[config.mk]
export PLATFORM = sky130hd
export DESIGN_NAME = victim_buf
export DESIGN_NICKNAME = d
export VERILOG_FILES = /design/src/rtl/vb_pkg.sv /design/src/rtl/vb_match.sv /design/src/rtl/vb_repl.sv /design/src/rtl/vb_entries.sv /design/src/rtl/victim_buf.sv
export SDC_FILE = /design/constraint.sdc
export NUM_CORES = 1
export LEC_CHECK = 0
export ABC_AREA = 0
export CAP_MARGIN = 20
export CORE_MARGIN = 2
export CORE_UTILIZATION = 50
export CTS_CLUSTER_DIAMETER = 50
export DETAILED_ROUTE_END_ITERATION = 8
export MAX_ROUTING_LAYER = met4
export PLACE_DENSITY = 0.75
export SETUP_SLACK_MARGIN = 0.5
export SLEW_MARGIN = 20
export SYNTH_ARGS = -nofsm -noshare
export SYNTH_HDL_FRONTEND = slang
export SYNTH_HIERARCHICAL = 1
export SYNTH_SLANG_ARGS = --single-unit
[constraint.sdc]
create_clock -name clk -period 7.13 [get_ports clk]
set_clock_uncertainty 0.2 [all_clocks]
set_input_delay 1.426 -clock clk [delete_from_list [all_inputs] [get_ports clk]]
set_output_delay 1.426 -clock clk [all_outputs]
set_load 0.05 [all_outputs]
[src/rtl/vb_pkg.sv]
// Package: shared types of the victim buffer.
// Assumes: nothing beyond IEEE 1800-2017.
package vb_pkg;
    typedef enum logic [0:0] {
        ST_IDLE = 1'b0,   // ready for a lookup
        ST_WAIT = 1'b1    // refill outstanding at lower memory
    } vb_state_e;
endpackage

[src/rtl/vb_match.sv]
// Module: vb_match
// Compares the lookup address with every stored line address in parallel
// and encodes the matching entry number.
// Assumes: at most one valid entry holds a given address.
module vb_match #(
    parameter int N  = 4,
    parameter int AW = 12,
    parameter int IW = 2
) (
    input  logic [N-1:0]  valid_i,
    input  logic [AW-1:0] tag_i [N],
    input  logic [AW-1:0] key_i,
    output logic [N-1:0]  hit_vec_o,
    output logic          hit_o,
    output logic [IW-1:0] hit_idx_o
);
    // One full-width comparator per entry.
    for (genvar g = 0; g < N; g++) begin : g_cmp
        assign hit_vec_o[g] = valid_i[g] && (tag_i[g] == key_i);
    end

    assign hit_o = |hit_vec_o;

    // Encode the matching entry number.
    always_comb begin
        hit_idx_o = '0;
        for (int i = 0; i < N; i++) begin
            if (hit_vec_o[i]) hit_idx_o = IW'(i);
        end
    end
endmodule

[src/rtl/vb_repl.sv]
// Module: vb_repl
// Keeps a recency rank per entry (0 = most recent, N-1 = least recent)
// and names the entry a fill should write: lowest free entry, else oldest.
// Assumes: touch_idx_i is below N whenever touch_i is high.
module vb_repl #(
    parameter int N  = 4,
    parameter int IW = 2
) (
    input  logic          clk,
    input  logic          rst_n,
    input  logic          touch_i,
    input  logic [IW-1:0] touch_idx_i,
    input  logic [N-1:0]  valid_i,
    output logic [IW-1:0] victim_idx_o
);
    logic [IW-1:0] age_q [N];

    // Move the touched entry to rank 0; age every entry that was younger.
    always_ff @(posedge clk) begin
        if (!rst_n) begin
            for (int i = 0; i < N; i++) age_q[i] <= IW'(i);
        end else if (touch_i) begin
            for (int i = 0; i < N; i++) begin
                if (IW'(i) == touch_idx_i)            age_q[i] <= '0;
                else if (age_q[i] < age_q[touch_idx_i]) age_q[i] <= age_q[i] + 1'b1;
            end
        end
    end

    // Pick the lowest free entry, or the oldest one when all are valid.
    always_comb begin
        logic found;
        found        = 1'b0;
        victim_idx_o = '0;
        for (int i = 0; i < N; i++) begin
            if (!found && !valid_i[i]) begin
                victim_idx_o = IW'(i);
                found        = 1'b1;
            end
        end
        if (!found) begin
            for (int i = 0; i < N; i++) begin
                if (age_q[i] == IW'(N - 1)) victim_idx_o = IW'(i);
            end
        end
    end
endmodule

[src/rtl/vb_entries.sv]
// Module: vb_entries
// Storage of N lines: valid bit, line address and line contents, one write
// port. Only valid bits are reset.
// Assumes: wr_idx_i is below N whenever wr_en_i is high.
module vb_entries #(
    parameter int N  = 4,
    parameter int AW = 12,
    parameter int DW = 32,
    parameter int IW = 2
) (
    input  logic          clk,
    input  logic          rst_n,
    input  logic          wr_en_i,
    input  logic [IW-1:0] wr_idx_i,
    input  logic          wr_valid_i,
    input  logic [AW-1:0] wr_addr_i,
    input  logic [DW-1:0] wr_data_i,
    output logic [N-1:0]  valid_o,
    output logic [AW-1:0] addr_o [N],
    output logic [DW-1:0] data_o [N]
);
    for (genvar g = 0; g < N; g++) begin : g_ent
        logic          v_q;
        logic [AW-1:0] a_q;
        logic [DW-1:0] d_q;

        // Valid bit: cleared by reset, set or cleared by a write.
        always_ff @(posedge clk) begin
            if (!rst_n)                                      v_q <= 1'b0;
            else if (wr_en_i && (wr_idx_i == IW'(g)))        v_q <= wr_valid_i;
        end

        // Address and contents: plain registers loaded on a write.
        always_ff @(posedge clk) begin
            if (wr_en_i && (wr_idx_i == IW'(g))) begin
                a_q <= wr_addr_i;
                d_q <= wr_data_i;
            end
        end

        assign valid_o[g] = v_q;
        assign addr_o[g]  = a_q;
        assign data_o[g]  = d_q;
    end
endmodule

[src/rtl/victim_buf.sv]
// Module: victim_buf (top)
// Fully-associative victim buffer on the refill path of a direct-mapped
// cache. Hit: swap with the displaced line, answer next cycle. Miss: one
// refill request, then keep the displaced line when the refill returns.
// Assumes: the cache and the buffer never hold the same line; lower memory
// answers each request once, no earlier than the cycle after it.
module victim_buf #(
    parameter int ENTRIES = 4,
    parameter int ADDR_W  = 12,
    parameter int DATA_W  = 32
) (
    input  logic              clk,
    input  logic              rst_n,
    input  logic              miss_valid_i,
    input  logic [ADDR_W-1:0] miss_addr_i,
    input  logic              evict_valid_i,
    input  logic [ADDR_W-1:0] evict_addr_i,
    input  logic [DATA_W-1:0] evict_data_i,
    output logic              miss_ready_o,
    output logic              resp_valid_o,
    output logic              resp_hit_o,
    output logic [DATA_W-1:0] resp_data_o,
    output logic              mem_req_valid_o,
    output logic [ADDR_W-1:0] mem_req_addr_o,
    input  logic              mem_rsp_valid_i,
    input  logic [DATA_W-1:0] mem_rsp_data_i
);
    import vb_pkg::*;

    localparam int IW = (ENTRIES > 1) ? $clog2(ENTRIES) : 1;

    vb_state_e         state_q;
    logic [ADDR_W-1:0] req_addr_q;
    logic              ev_valid_q;
    logic [ADDR_W-1:0] ev_addr_q;
    logic [DATA_W-1:0] ev_data_q;
    logic              req_pulse_q;
    logic              resp_valid_q;
    logic              resp_hit_q;
    logic [DATA_W-1:0] resp_data_q;

    logic [ENTRIES-1:0] ent_valid;
    logic [ADDR_W-1:0]  ent_addr [ENTRIES];
    logic [DATA_W-1:0]  ent_data [ENTRIES];
    logic [ENTRIES-1:0] hit_vec;
    logic               hit_any;
    logic [IW-1:0]      hit_idx;
    logic [IW-1:0]      victim_idx;

    logic              accept, take_hit, take_miss, fill;
    logic              wr_en, wr_valid, touch;
    logic [IW-1:0]     wr_idx;
    logic [ADDR_W-1:0] wr_addr;
    logic [DATA_W-1:0] wr_data;

    vb_entries #(.N(ENTRIES), .AW(ADDR_W), .DW(DATA_W), .IW(IW)) u_ent (
        .clk(clk), .rst_n(rst_n),
        .wr_en_i(wr_en), .wr_idx_i(wr_idx), .wr_valid_i(wr_valid),
        .wr_addr_i(wr_addr), .wr_data_i(wr_data),
        .valid_o(ent_valid), .addr_o(ent_addr), .data_o(ent_data)
    );

    vb_match #(.N(ENTRIES), .AW(ADDR_W), .IW(IW)) u_match (
        .valid_i(ent_valid), .tag_i(ent_addr), .key_i(miss_addr_i),
        .hit_vec_o(hit_vec), .hit_o(hit_any), .hit_idx_o(hit_idx)
    );

    vb_repl #(.N(ENTRIES), .IW(IW)) u_repl (
        .clk(clk), .rst_n(rst_n),
        .touch_i(touch), .touch_idx_i(wr_idx),
        .valid_i(ent_valid), .victim_idx_o(victim_idx)
    );

    // Classify this cycle's event.
    always_comb begin
        accept    = miss_valid_i && (state_q == ST_IDLE);
        take_hit  = accept && hit_any;
        take_miss = accept && !hit_any;
        fill      = (state_q == ST_WAIT) && mem_rsp_valid_i;
    end

    // Select the storage write: swap on a hit, displaced line on a fill.
    always_comb begin
        wr_en    = 1'b0;
        wr_valid = 1'b0;
        wr_idx   = hit_idx;
        wr_addr  = evict_addr_i;
        wr_data  = evict_data_i;
        touch    = 1'b0;
        if (take_hit) begin
            wr_en    = 1'b1;
            wr_valid = evict_valid_i;
            touch    = 1'b1;
        end else if (fill && ev_valid_q) begin
            wr_en    = 1'b1;
            wr_valid = 1'b1;
            wr_idx   = victim_idx;
            wr_addr  = ev_addr_q;
            wr_data  = ev_data_q;
            touch    = 1'b1;
        end
    end

    // Sequencer: idle/waiting state and the captured lookup.
    always_ff @(posedge clk) begin
        if (!rst_n) begin
            state_q    <= ST_IDLE;
            ev_valid_q <= 1'b0;
        end else if (take_miss) begin
            state_q    <= ST_WAIT;
            ev_valid_q <= evict_valid_i;
        end else if (fill) begin
            state_q    <= ST_IDLE;
            ev_valid_q <= 1'b0;
        end
    end

    // Captured address and displaced line, held while waiting.
    always_ff @(posedge clk) begin
        if (take_miss) begin
            req_addr_q <= miss_addr_i;
            ev_addr_q  <= evict_addr_i;
            ev_data_q  <= evict_data_i;
        end
    end

    // Output registers: request pulse and response to the cache.
    always_ff @(posedge clk) begin
        if (!rst_n) begin
            req_pulse_q  <= 1'b0;
            resp_valid_q <= 1'b0;
            resp_hit_q   <= 1'b0;
            resp_data_q  <= '0;
        end else begin
            req_pulse_q  <= take_miss;
            resp_valid_q <= take_hit || fill;
            if (take_hit) begin
                resp_hit_q  <= 1'b1;
                resp_data_q <= ent_data[hit_idx];
            end else if (fill) begin
                resp_hit_q  <= 1'b0;
                resp_data_q <= mem_rsp_data_i;
            end
        end
    end

    assign miss_ready_o    = (state_q == ST_IDLE);
    assign resp_valid_o    = resp_valid_q;
    assign resp_hit_o      = resp_hit_q;
    assign resp_data_o     = resp_data_q;
    assign mem_req_valid_o = req_pulse_q;
    assign mem_req_addr_o  = req_addr_q;
endmodule

==> out/metrics.sh <==
ROWS=56
FINAL-SEQ-AREA_MM2=0.008029
FINAL_STAGE_NET_COUNT=942
CRIT_ARRIVAL_PS=5450
COMBINED_AREA_OF_THE_MULTI_INPUT_LOGIC_CELLS_MM2=0.003391
HOLD_PATH.CLASS='reg -> reg'
GRT_SETUP_UNREPAIRED='no'
TIMING_WORST_SLEW_PIN_VALUE_PS=923.7
CTS_TREE='done'
FINALPOWER_W=0.003566
TIMING.MAX_SLEW.REL_SLACK=0.3833
SYN2LAYOUT_AREA_GROWTH_PCT=21.48
TIMING.MAX_CAP.VIOLATIONS=0
START_UTIL=0.5061
DETAILEDROUTE.FIRSTPASSITERATIONCOUNT=5
SETUP_VIOL_COUNT_FINAL=0
DIE_WIDTH_UM=157.7
GP_ROUTABILITY_CONGESTION=0.8897
MAXCLOCKFREQUENCY_GHz=0.1843
STATIC-LEAKAGE-POWER_nW=4.543
VDD_DROP_MAX_V=0.0001929
TIMING.CRITICAL_PATH.MAX_DELAY_FAMILY='simple AND/OR/NAND/NOR gates'
NETLIST_AREA_MM2=0.01181
FINAL-MAX-SLEW-VIOLATION-COUNT=0
FINAL_ANTENNA_NET_COUNT=0
SLOWEST_DELAY_PS=760
DETAILROUTE.WIRELENGTH.MET2_MM=11.64
FINAL.HOLD.WORST_SLACK_PS=301.2
WORSTSETUPSTARTPOINTTYPE='input pin'
POSTCTSSETUPREPAIRBUFS=0
CTS-ROOT-TO-SINK-BUFFERS=3
ROUTE.VIAS.TOTAL=6479
PATH_COMMON_CELL='nand4_1'
CTS_ROOT_BUFFER='clkbuf_16'
SETUP.WORST_PATH.END_CLASS='flop'
SYNTH.YOSYS.WARNINGS=6
CRITICAL_PATH_CELL_BY_CELL='clkdlybuf4s50_1, xnor2_1, nand4_1, or4_4, nand4_1, nand3b_4, nand2_1, nor3b_4, buf_12'
POST-DP-HPWL_MM=15.25
MET3_WIRELENGTH_MM=1.293
PORT_BUFFERS=140
DRIVE_ABOVE_1_SHARE=0.2399
SYNTH_CELLS=707
PATH_MAX_FANOUT=34
CTS_BUFFERS=31
CLK-INSERTION-DELAY-LATE_PS=550
GRT_PASS1_WL_MM=36.86
TIMING.FINAL.CRIT_PERIOD_PS=5426
WL_MET1_MM=10.69
CPMAXSTAGEDELAYCELL='nor3b_4'
DIEHEIGHT_UM=157.7
CLOCK_SINKS=281
CTS_HTREE_LEVELS=1
FINAL_HOLD_VIOL_COUNT=0
ANTENNA_FOUND_INITIAL=1
DRC=0
DRTITER0DRC=552
FINAL.FILL_COUNT=1719
AVGSYNTHCELLAREA_UM2=16.70
GRT_PASS1_VIAS=6571
GRT_START_MAX_NET_PINS=51
FINALWIRELENGTH_MM=24.00
CRITICAL_PATH_REQUIRED_PS=7160
TIMING.SETUP.TNS_PS=0
CRITICALPATHCATEGORY='in -> reg'
POST_DRT_WL_PER_CELL_UM=20.29
POWER_DENSITY_RELATIVE_TO_CELL_AREA_mW_PER_MM2=248.6
CP.BUFFERS_INVERTERS=2
TIMING.FINAL.CRIT_SHARE=0.7610
SYN_NETS=808
PLACEABLECOREAREA_MM2=0.02333
IO_PINS=141
PATH_CLK_SLEW_PS=60
HOLDBUFCOUNTCTS=0
TOPROUTINGLAYERUSED='met4'
STATUS='completed'
OVERALL_GLOBAL_ROUTING_RESOURCE_USAGE=0.1995
GRT-OVFL-TOTAL=0
ROUTED_VIA_DENSITY=5.477
DIE_AREA_MM2=0.02486
CTSRESIZECOUNT=0
-- layout make-up --
| cell class | instances | share of cell area |
|---|---|---|
| multi-input cells | 364 | 0.2364 |
| repair buffers | 153 | 0.1054 |
| well taps | 319 | 0.02782 |
| clock inverters | 16 | 0.01029 |
| clock buffers | 39 | 0.05757 |
| flip-flops and latches | 281 | 0.5597 |
| diodes | 1 | 0.0001744 |
| inverters | 10 | 0.002704 |
-- per-stage QoR --
stage	instance area, um^2	setup slack (ps)	instances	util
final	14350	1704	1183	0.6148
after global routing	14350	1492	1183	0.6148
after CTS	14340	1677	1182	0.6147
after detailed placement	13370	1135	1127	0.5730
after global placement	13370	1288	1127	0.5730
after floorplan	11810	1532	707	-
-- worst reg2reg max path: stages (launching register included) --
cell and delay (ps):
edfxtp_1 380, xnor2_1 240, nand4_1 150, or4_4 540, nand4_1 230, nand3b_4 520
nand2_1 520, nor3b_4 760, buf_12 300
-- worst paths after layout --
kind | from | to | slack [ps] | depth (start not counted)
max | miss_addr_i[11] | u_ent/g_ent[0].d_q[28] | 1700 | 9
min | resp_hit_o | resp_hit_o | 300 | 2
max reg2reg | u_ent/g_ent[3].a_q[7] | u_ent/g_ent[0].d_q[28] | 2930 | 8
min reg2reg | resp_hit_o | resp_hit_o | 300 | 2
-- routing by layer --
layer,up-vias,global-route usage
met5,-,-
met1,3238,0.2676
met4,0,0.04935
li1,3007,-
met3,35,0.02792
met2,199,0.3257
-- power breakdown --
part	switching (W)	internal, W
Combinational	0.000129	0.000102
Clock	0.000616	0.000891
Sequential	0.0000100	0.00182
Total	0.000755	0.00281
-- state kept, by name, indices dropped and copies added, names as in the netlist --
signal,flops
state_q,1
ev_valid_q,1
u_ent/g_ent.a_q,48
resp_data_o,32
u_ent/g_ent.v_q,4
ev_addr_q,12
u_ent/g_ent.d_q,128
mem_req_addr_o,12
resp_valid_o,1
mem_req_valid_o,1
ev_data_q,32
u_repl/age_q,8
resp_hit_o,1
-- placed cells by master, fill, tap and decap left out, types with 7 or more instances in the layout --
master and instances:
edfxtp_1 240, clkdlybuf4s50_1 140, mux2_2 47, xnor2_1 46, dfxtp_1 40, nand3_1 38
a21oi_1 37, clkbuf_16 31, mux4_2 30, nor2_2 25, a211oi_2 25, nand2_1 20
buf_4 12, nor2_1 11, nand4_1 9, a211oi_1 8, ha_1 8, inv_1 7
No activity file was read; power rests on OpenSTA's default activity.
